**src/rtl/rbm_pkg.sv**
```systemverilog
package rbm_pkg;

  // Shift-only multiple of the multiplicand selected by a digit term
  typedef enum logic [2:0] {
    SEL_ZERO = 3'd0,
    SEL_X1   = 3'd1,
    SEL_X2   = 3'd2,
    SEL_X4   = 3'd3,
    SEL_X8   = 3'd4
  } mult_sel_e;

  // One decoded radix-16 digit: value = (neg ? -1 : 1) * (hi +/- lo)
  typedef struct packed {
    logic      neg;
    logic [3:0] mag;
    mult_sel_e sel_hi;
    mult_sel_e sel_lo;
    logic      lo_sub;
  } digit_t;

endpackage

```
**src/rtl/rbm_digit_dec.sv**
```systemverilog
module rbm_digit_dec
  import rbm_pkg::*;
(
  input  logic [4:0] win,
  output digit_t     dig
);
  logic [3:0] low_sum;
  logic [3:0] mag;

  always_comb begin
    low_sum = {1'b0, win[3:1]} + {3'b000, win[0]};
    mag     = win[4] ? (4'd8 - low_sum) : low_sum;

    dig.neg    = win[4] && (low_sum != 4'd8);
    dig.mag    = mag;
    dig.sel_hi = SEL_ZERO;
    dig.sel_lo = SEL_ZERO;
    dig.lo_sub = 1'b0;

    unique case (mag)
      4'd1: dig.sel_hi = SEL_X1;
      4'd2: dig.sel_hi = SEL_X2;
      4'd3: begin dig.sel_hi = SEL_X4; dig.sel_lo = SEL_X1; dig.lo_sub = 1'b1; end
      4'd4: dig.sel_hi = SEL_X4;
      4'd5: begin dig.sel_hi = SEL_X4; dig.sel_lo = SEL_X1; end
      4'd6: begin dig.sel_hi = SEL_X8; dig.sel_lo = SEL_X2; dig.lo_sub = 1'b1; end
      4'd7: begin dig.sel_hi = SEL_X8; dig.sel_lo = SEL_X1; dig.lo_sub = 1'b1; end
      4'd8: dig.sel_hi = SEL_X8;
      default: ;
    endcase
  end
endmodule

```
**src/rtl/rbm_row_gen.sv**
```systemverilog
module rbm_row_gen
  import rbm_pkg::*;
#(
  parameter int DW    = 16,
  parameter int SHIFT = 0,
  localparam int PW   = 2 * DW
) (
  input  logic [DW-1:0] x,
  input  digit_t        dig,
  output logic [PW-1:0] row_hi,
  output logic [PW-1:0] row_lo,
  output logic [1:0]    corr
);
  logic [PW-1:0] xe;
  logic [PW-1:0] m_hi, m_lo;
  logic          neg_hi, neg_lo;

  function automatic logic [PW-1:0] scale(input logic [PW-1:0] v, input mult_sel_e s);
    case (s)
      SEL_X1:  return v;
      SEL_X2:  return v << 1;
      SEL_X4:  return v << 2;
      SEL_X8:  return v << 3;
      default: return '0;
    endcase
  endfunction

  always_comb begin
    xe     = {{DW{x[DW-1]}}, x};
    m_hi   = scale(xe, dig.sel_hi);
    m_lo   = scale(xe, dig.sel_lo);
    neg_hi = dig.neg && (dig.sel_hi != SEL_ZERO);
    neg_lo = (dig.neg ^ dig.lo_sub) && (dig.sel_lo != SEL_ZERO);
    // invert before shifting: the +1 lands at bit SHIFT, kept in corr
    row_hi = (neg_hi ? ~m_hi : m_hi) << SHIFT;
    row_lo = (neg_lo ? ~m_lo : m_lo) << SHIFT;
    corr   = {1'b0, neg_hi} + {1'b0, neg_lo};
  end
endmodule

```
**src/rtl/rbm_csa32.sv**
```systemverilog
module rbm_csa32 #(
  parameter int W = 32
) (
  input  logic [W-1:0] a,
  input  logic [W-1:0] b,
  input  logic [W-1:0] c,
  output logic [W-1:0] s,
  output logic [W-1:0] cy
);
  logic [W-1:0] maj;

  always_comb begin
    s   = a ^ b ^ c;
    maj = (a & b) | (a & c) | (b & c);
    cy  = {maj[W-2:0], 1'b0};
  end
endmodule

```
**src/rtl/rbm_csa42.sv**
```systemverilog
module rbm_csa42 #(
  parameter int W = 32
) (
  input  logic [W-1:0] a,
  input  logic [W-1:0] b,
  input  logic [W-1:0] c,
  input  logic [W-1:0] d,
  output logic [W-1:0] s,
  output logic [W-1:0] cy
);
  logic [W-1:0] s0, c0;

  rbm_csa32 #(.W(W)) u_lvl0 (.a(a),  .b(b),  .c(c), .s(s0), .cy(c0));
  rbm_csa32 #(.W(W)) u_lvl1 (.a(s0), .b(c0), .c(d), .s(s),  .cy(cy));
endmodule

```
**src/rtl/rbm_mul16.sv**
```systemverilog
module rbm_mul16
  import rbm_pkg::*;
#(
  parameter int DW = 16,
  localparam int PW   = 2 * DW,
  localparam int NDIG = DW / 4,
  localparam int NROW = 2 * NDIG
) (
  input  logic          clk,
  input  logic          rst_n,
  input  logic          in_valid,
  input  logic [DW-1:0] in_a,
  input  logic [DW-1:0] in_b,
  output logic          out_valid,
  output logic [PW-1:0] out_prod
);
  // The reduction tree below is laid out for four digits (DW = 16).

  // reset: asserted asynchronously, released on a clock edge
  logic rst_meta, rst_q;
  always_ff @(posedge clk or negedge rst_n) begin
    if (!rst_n) begin
      rst_meta <= 1'b0;
      rst_q    <= 1'b0;
    end else begin
      rst_meta <= 1'b1;
      rst_q    <= rst_meta;
    end
  end

  // ---------------- stage 1: recode, select, first reduction ----------
  logic [DW:0]              b_ext;
  digit_t [NDIG-1:0]        dig;
  logic [NROW-1:0][PW-1:0]  rows;
  logic [NDIG-1:0][1:0]     corr;
  logic [PW-1:0]            corr_word;

  assign b_ext = {in_b, 1'b0};

  for (genvar k = 0; k < NDIG; k++) begin : g_digit
    rbm_digit_dec u_dec (
      .win (b_ext[4*k +: 5]),
      .dig (dig[k])
    );
    rbm_row_gen #(.DW(DW), .SHIFT(4*k)) u_row (
      .x      (in_a),
      .dig    (dig[k]),
      .row_hi (rows[2*k]),
      .row_lo (rows[2*k+1]),
      .corr   (corr[k])
    );
  end

  always_comb begin
    corr_word = '0;
    for (int k = 0; k < NDIG; k++) corr_word[4*k +: 2] = corr[k];
  end

  logic [PW-1:0]         t_s, t_c;
  logic [3:0][PW-1:0]    s1_n, s1_q;

  rbm_csa32 #(.W(PW)) u_corr_fold (
    .a(rows[0]), .b(rows[1]), .c(corr_word), .s(t_s), .cy(t_c)
  );
  rbm_csa42 #(.W(PW)) u_c42_lo (
    .a(t_s), .b(t_c), .c(rows[2]), .d(rows[3]), .s(s1_n[0]), .cy(s1_n[1])
  );
  rbm_csa42 #(.W(PW)) u_c42_hi (
    .a(rows[4]), .b(rows[5]), .c(rows[6]), .d(rows[7]), .s(s1_n[2]), .cy(s1_n[3])
  );

  // ---------------- stage 2: four rows to two --------------------------
  logic [1:0][PW-1:0] s2_n, s2_q;

  rbm_csa42 #(.W(PW)) u_c42_fin (
    .a(s1_q[0]), .b(s1_q[1]), .c(s1_q[2]), .d(s1_q[3]), .s(s2_n[0]), .cy(s2_n[1])
  );

  // ---------------- stage 3: carry-propagate add -----------------------
  logic [PW-1:0] sum_n;
  logic [2:0]    vld_n, vld_q;

  always_comb begin
    sum_n = s2_q[0] + s2_q[1];
    vld_n = {vld_q[1:0], in_valid};
  end

  always_ff @(posedge clk or negedge rst_q) begin
    if (!rst_q) vld_q <= '0;
    else        vld_q <= vld_n;
  end

  always_ff @(posedge clk) begin
    if (in_valid) s1_q <= s1_n;
  end

  always_ff @(posedge clk) begin
    if (vld_q[0]) s2_q <= s2_n;
  end

  always_ff @(posedge clk) begin
    if (vld_q[1]) out_prod <= sum_n;
  end

  assign out_valid = vld_q[2];
endmodule

```
**config.mk**
```make
export PLATFORM = sky130hd
export DESIGN_NAME = rbm_mul16
export DESIGN_NICKNAME = d
export VERILOG_FILES = /design/src/rtl/rbm_pkg.sv /design/src/rtl/rbm_digit_dec.sv /design/src/rtl/rbm_row_gen.sv /design/src/rtl/rbm_csa32.sv /design/src/rtl/rbm_csa42.sv /design/src/rtl/rbm_mul16.sv
export SDC_FILE = /design/constraint.sdc
export NUM_CORES = 1
export LEC_CHECK = 0
export ABC_AREA = 0
export BUFFER_PORTS_ARGS = -buffer_cell sky130_fd_sc_hd__buf_2
export CAP_MARGIN = 20
export CORE_MARGIN = 2
export CORE_UTILIZATION = 60
export DETAILED_ROUTE_END_ITERATION = 8
export PLACE_DENSITY_LB_ADDON = 0.15
export SLEW_MARGIN = 40
export SYNTH_ARGS = -nofsm -noshare
export SYNTH_HDL_FRONTEND = slang
export SYNTH_HIERARCHICAL = 1
export SYNTH_SLANG_ARGS = --single-unit
```
**constraint.sdc**
```tcl
create_clock -name clk -period 1 [get_ports clk]
set_clock_uncertainty 0.05 [all_clocks]
set_input_delay 0.1 -clock clk [delete_from_list [all_inputs] [get_ports clk]]
set_output_delay 0.1 -clock clk [all_outputs]
set_load 0.02 [all_outputs]
```
; After elaboration in Yosys (flattened, before gate mapping)
; Index checks and enable logic that the tools add are counted.
[op_classes]
n_eq_ne = 67
reduce_logical = 35
n_bitwise = 61
mux = 32
addsub = 12
[op_table]
columns = operator, count
row1 = 31-bit AND, 19
row2 = 31-bit bitwise OR, 14
row3 = 32-bit XOR, 13
row4 = 32-bit one-hot mux with 4 select lines, 2
row5 = 28-bit one-hot mux with 4 select lines, 2
row6 = 24-bit one-hot mux with 4 select lines, 2
row7 = 20-bit one-hot mux with 4 select lines, 2
row8 = "4-bit by 3-bit == test with 1-bit output, second input constant", 16
row9 = 32-bit 2-to-1 mux, 2
row10 = 32-bit inverter, 2
row11 = 31-bit by 14-bit AND with 31-bit output, 2
row12 = 28-bit 2-to-1 mux, 2
row13 = 28-bit inverter, 2
row14 = 24-bit 2-to-1 mux, 2
row15 = 24-bit inverter, 2
row16 = 3-bit one-hot mux with 4 select lines, 4
row17 = 3-bit OR reduction, 16
row18 = 20-bit 2-to-1 mux, 2
row19 = 20-bit inverter, 2
row20 = 32-bit adder, 1
row21 = "4-bit by 2-bit == test with 1-bit output, second input constant", 8
row22 = 32-bit by 14-bit XOR with 32-bit output, 1
row23 = "3-bit by 2-bit == test with 1-bit output, second input constant", 8
row24 = 3-bit nonzero test, 8
row25 = 17 further kinds, 73
[totals]
output_inout_bits = 33
wordCells = 217
regBits = 226
inputBits = 35

; Longest topological paths before layout
[depth]
depth_word = 18
depth_mapped = 18
ltp_nobuf = 15

; Cells and area by module
; Netlist, hierarchy kept.
[by_module_without_submodules]
columns = module, cells_per_inst, seq_area_each_um2, area_each_um2, instances
row1 = rbm_mul16, 453, 6851.6, 8528.2, 1
row2 = rbm_row_gen (g_digit[1].u_row ...), 253, 0.0, 1844.3, 3
row3 = rbm_csa32, 34, 0.0, 655.6, 7
row4 = rbm_row_gen (g_digit[0].u_row), 252, 0.0, 1840.5, 1
row5 = rbm_digit_dec, 29, 0.0, 211.5, 4

; Least setup slack after synthesis
; No wires, ideal clock.
[synth_timing]
kind = input port to flip-flop
from = input port in_b[0]
to = register s1_q[19] in the netlist's numbering (data pin)
required_time_ns = 0.681
arrival_time_ns = 4.564
cell_stages = 16
setup_slack_ns = -3.883
n_path_buf = 2
setup_time_ns = 0.269
path_cell_list = ha_1 > inv_1 > ha_1 > and2b_1 > xnor2_2 > mux2_2 > nor2_1 > buf_2 > nor2_2 > o21ai_0 > xor2_1 > a21oi_1 > buf_4 > fa_1 > fa_1 > fa_1
[synth_rtl]
columns = item, line
row1 = from (decl), rbm_mul16.sv:13  ; input logic [DW-1:0] in_b,
row2 = to (signal assigned), rbm_mul16.sv:94  ; if (in_valid) s1_q <= s1_n;
row3 = to (decl), rbm_mul16.sv:60  ; logic [3:0][PW-1:0] s1_n, s1_q;

==> qor.csv <==
stage;metric;value;unit
placement;Port Buf Inserts;67;
sta;Final Hold Vio Count;3;
setup_path;kind of critical path;in2reg;
power;Gate power share;0.683;
flow_run;Max Cap Viol;0;
global_route;initial antenna violation count;1;
power;Pwr per Cell Area;3420;nW/µm²
route;vias per cell;6.05;
clocking;total number of H-tree levels;1;
synth;top-count cell post-synth;edfxtp_1;
setup_path;CP Max Fanout;6;
placement;Placed Area;25200;µm²
clocking;CTS Buffer Depth;3;
clocking;Skew-Pair Late Insertion Delay;0.51;ns
synth;syn avg cell area;11.7;µm²
synth;register area share after synthesis;0.321;
setup_path;Crit Reg-Reg Startpoint;s2_q[32];
route;top sig layer;met4;
setup_path;Crit Reg-Reg Endpoint;out_prod[26];
synth;Synth Warn #;6;
setup_path;R2R cell count;10;
sta;setup violators final;302;
synth;post-synth top area cell;edfxtp_1;
synth;EDFF count, synth;224;
final_layout;n_diodes;0;
setup_path;CP endpoint kind;register;
route;Starting DRT DRC Count;1690;
floorplanning;core box area;35300;µm²
synth;Synth area leaders;edfxtp_1, fa_1, buf_4;
route;met3 wire len;4840;µm
synth;mapped cell area;21300;µm²
sta;Final Max Slew Viols;0;
clocking;CTS Sinks;229;
setup_path;crit-path leading delay family;adder cells;
synth;Yosys top cell area share;0.315;
floorplanning;Die ar.;37100;µm²
setup_path;CP Launch Type;input port;
final_layout;fill count;1855;
setup_path;Reg2Reg Setup Slack;-1.66;ns
global_route;vias in the first global route;16200;
synth;Top FF cell, synth;edfxtp_1;
floorplanning;io pins;68;
route;DRT Wirelength;61800;µm
setup_path;Crit path largest cell delay;0.59;ns
outcome;status;finished, violations left;
power;internal power;58.7;mW
global_route;Overflow after GRT;0;
clocking;clk slew on worst S/H paths;0.08;ns
route;DR DRC count;0;
sta;FMAX;260;MHz
clocking;CTS Buf Count;21;
final_layout;share of cells above drive strength 1;0.466;
synth;flops & latches, synth;229;
setup_path;Worst EP required;1.21;ns
floorplanning;Die H;193;µm
clocking;CTS tree;built;
min_path;Hold Path Class;reg2async;
synth;Gate Count Post-Synth;1818;
clocking;Root Driver;clkbuf_16;
route;routed vias;16500;
power;Leakage;11.5;nW
route;WL met1;23100;µm
final_layout;Layout area overhead;34.6;%
route;Routed WL per cell;22.6;µm
synth;Distinct cells, synth;76;
route;Met2 Routed Length;31300;µm
sta;Final min period;3.84;ns
floorplanning;Die Span X;193;µm
sta;Slew Limit Headroom;0.305;
global_route;first-pass GRT wire length;88300;µm
global_route;pin count of the biggest net entering global routing;46;
synth;asr flop ratio synth;0.0218;
sta;Worst-Margin Slew;1.04;ns
outcome;failing checks;hold timing, setup timing;
route;Antenna Violating Nets Remaining;0;
power;Net Sw Frac;0.403;
placement;DP HPWL;41000;µm
power;Flop pwr share;0.235;
setup_path;Critical Path Slowest Stage Cell;fa_2;
setup_path;Buf/Inv on CP;6;
power;clock power share;0.082;
sta;RSZ-0062 raised after global routing;yes;
placement;gpl congestion;0.952;
setup_path;Crit path depth;18;
setup_path;critical path arrival;4.05;ns
sta;fin crit share;3.84;
global_route;Total GRT Usage;0.312;
final_layout;final net count;2555;
route;TritonRoute pass-1 iters;5;
floorplanning;Starting Density;0.604;
setup_path;critical-path cell list;buf_8, ha_4, inv_4, ha_4, and2b_2, xnor2_4, or3_4, mux2i_4, buf_6, inv_4, o21ai_4, xor2_2, a21oi_4, buf_12, clkbuf_16, fa_1, fa_2, fa_2;
sta;Min Hold Slack;-0.00290;ns
final_layout;fin area;28700;µm²
power;VDD IR-drop max;0.00235;V
power;Switch Pwr;39.5;mW
synth;Post-synth top cells;edfxtp_1, fa_1, buf_4;
sta;setup ws final;-2.84;ns
floorplanning;row count;69;
area by class of cell:
cell class                 instances  area [µm²]  share of cell area
clock buffer                      22         529              0.0184
sequential                       229        6860               0.239
inverter                          30         145             0.00505
timing repair buffer             576        5230               0.182
multi-input combinational       1397       15200               0.531
tap                              461         577              0.0201
clock inverter                    15         146             0.00510
what timing repair did:
item / in CTS / in global routing
gates resized for setup: 222 / 206
buffers inserted: 74 / 40
gates cloned: 6 / 5
setup endpoints to repair: 326 / 334
hold endpoints to repair: 6 / 4
pin swaps: 185 / 144
hold buffers: 3 / 1
power by group through the flow:
stage | Combinational, mW | Sequential (mW) | Clock, mW
3_3_place_gp | 53.0 | 22.6 | 0
6_report | 67.1 | 23.1 | 8.04
2_1_floorplan | 36.2 | 23.1 | 0
5_1_grt | 72.1 | 23.5 | 8.43
4_1_cts | 61.1 | 22.9 | 8.10
3_5_place_dp | 56.5 | 22.8 | 0
sequential cells by signal, indices dropped and copies added (netlist names):
name	count
rst_meta	1
s2_q	64
vld_q	3
out_prod	32
rst_q	1
s1_q	128
per-stage QoR:
step	std cells	TNS [ns]	setup slack, ns	total power [mW]	util
6_report	2730	-370.44	-2.84	98.2	0.814
5_1_grt	2730	-386.56	-2.95	104	0.814
4_1_cts	2694	-361.62	-2.75	92.1	0.778
3_5_place_dp	2579	-435.31	-3.52	79.3	0.713
3_3_place_gp	2579	-421.49	-3.43	75.6	0.713
2_1_floorplan	1887	-384.57	-3.13	59.2	-
per-layer routing:
metal,up-vias,global-route usage
met1,8222,0.398
li1,7258,-
met3,182,0.0447
met5,-,0
met2,863,0.551
met4,0,0.0978
cells by family after synthesis:
group	after synthesis	share of synthesized area
xor+xnor	193	0.0884
simple gates	345	0.0925
fa+ha+maj	265	0.232
compound gates	440	0.154
other cells	16	0.00281
mux	68	0.0324
flops	229	0.321
buf+inv	262	0.0767
worst reg2reg max path, delay by kind of cell (launching register included):
| kind | cells | cell delay, ns |
|---|---|---|
| AO/OA/AOI/OAI | 5 | 1.02 |
| XOR/XNOR | 1 | 0.06 |
| adder cells (fa/ha/maj) | 2 | 0.58 |
| buffers and inverters | 1 | 0.13 |
| flip-flops | 1 | 0.42 |
| AND/OR/NAND/NOR | 1 | 0.16 |
how the worst max path moves through the flow:
stage	from	to	slack, ns
6_report	in_b[1]	s1_q[21]	-2.84
3_5_place_dp	in_b[1]	s1_q[18]	-3.52
4_1_cts	in_b[1]	s1_q[4]	-2.75
5_1_grt	in_b[1]	s1_q[21]	-2.95
2_1_floorplan	in_b[0]	s1_q[19]	-3.13
3_3_place_gp	in_b[1]	s1_q[18]	-3.43
placed cells by master (no fill, tap or decap), drive strengths merged, types with 7 or more instances in the layout:
| cell | instances |
|---|---|
| a22o | 8 |
| o21a | 13 |
| o21ai | 83 |
| buf | 569 |
| xor2 | 50 |
| a31oi | 19 |
| inv | 32 |
| xor3 | 7 |
| nor2 | 81 |
| nand2b | 14 |
| and3b | 16 |
| nor3b | 16 |
| mux2i | 60 |
| clkbuf | 26 |
| fa | 218 |
| a32o | 52 |
| a311oi | 21 |
| and3 | 11 |
| a32oi | 37 |
| nor2b | 100 |
| xnor2 | 136 |
| nand3 | 10 |
| mux2 | 8 |
| a21o | 50 |
| nand4 | 8 |
| clkinv | 10 |
| ha | 47 |
| nand3b | 9 |
| a221oi | 9 |
| a21oi | 109 |
| nor3 | 12 |
| edfxtp | 224 |
| conb | 85 |
| nand2 | 47 |
| a211oi | 10 |
(Power assumes the default switching activity.)
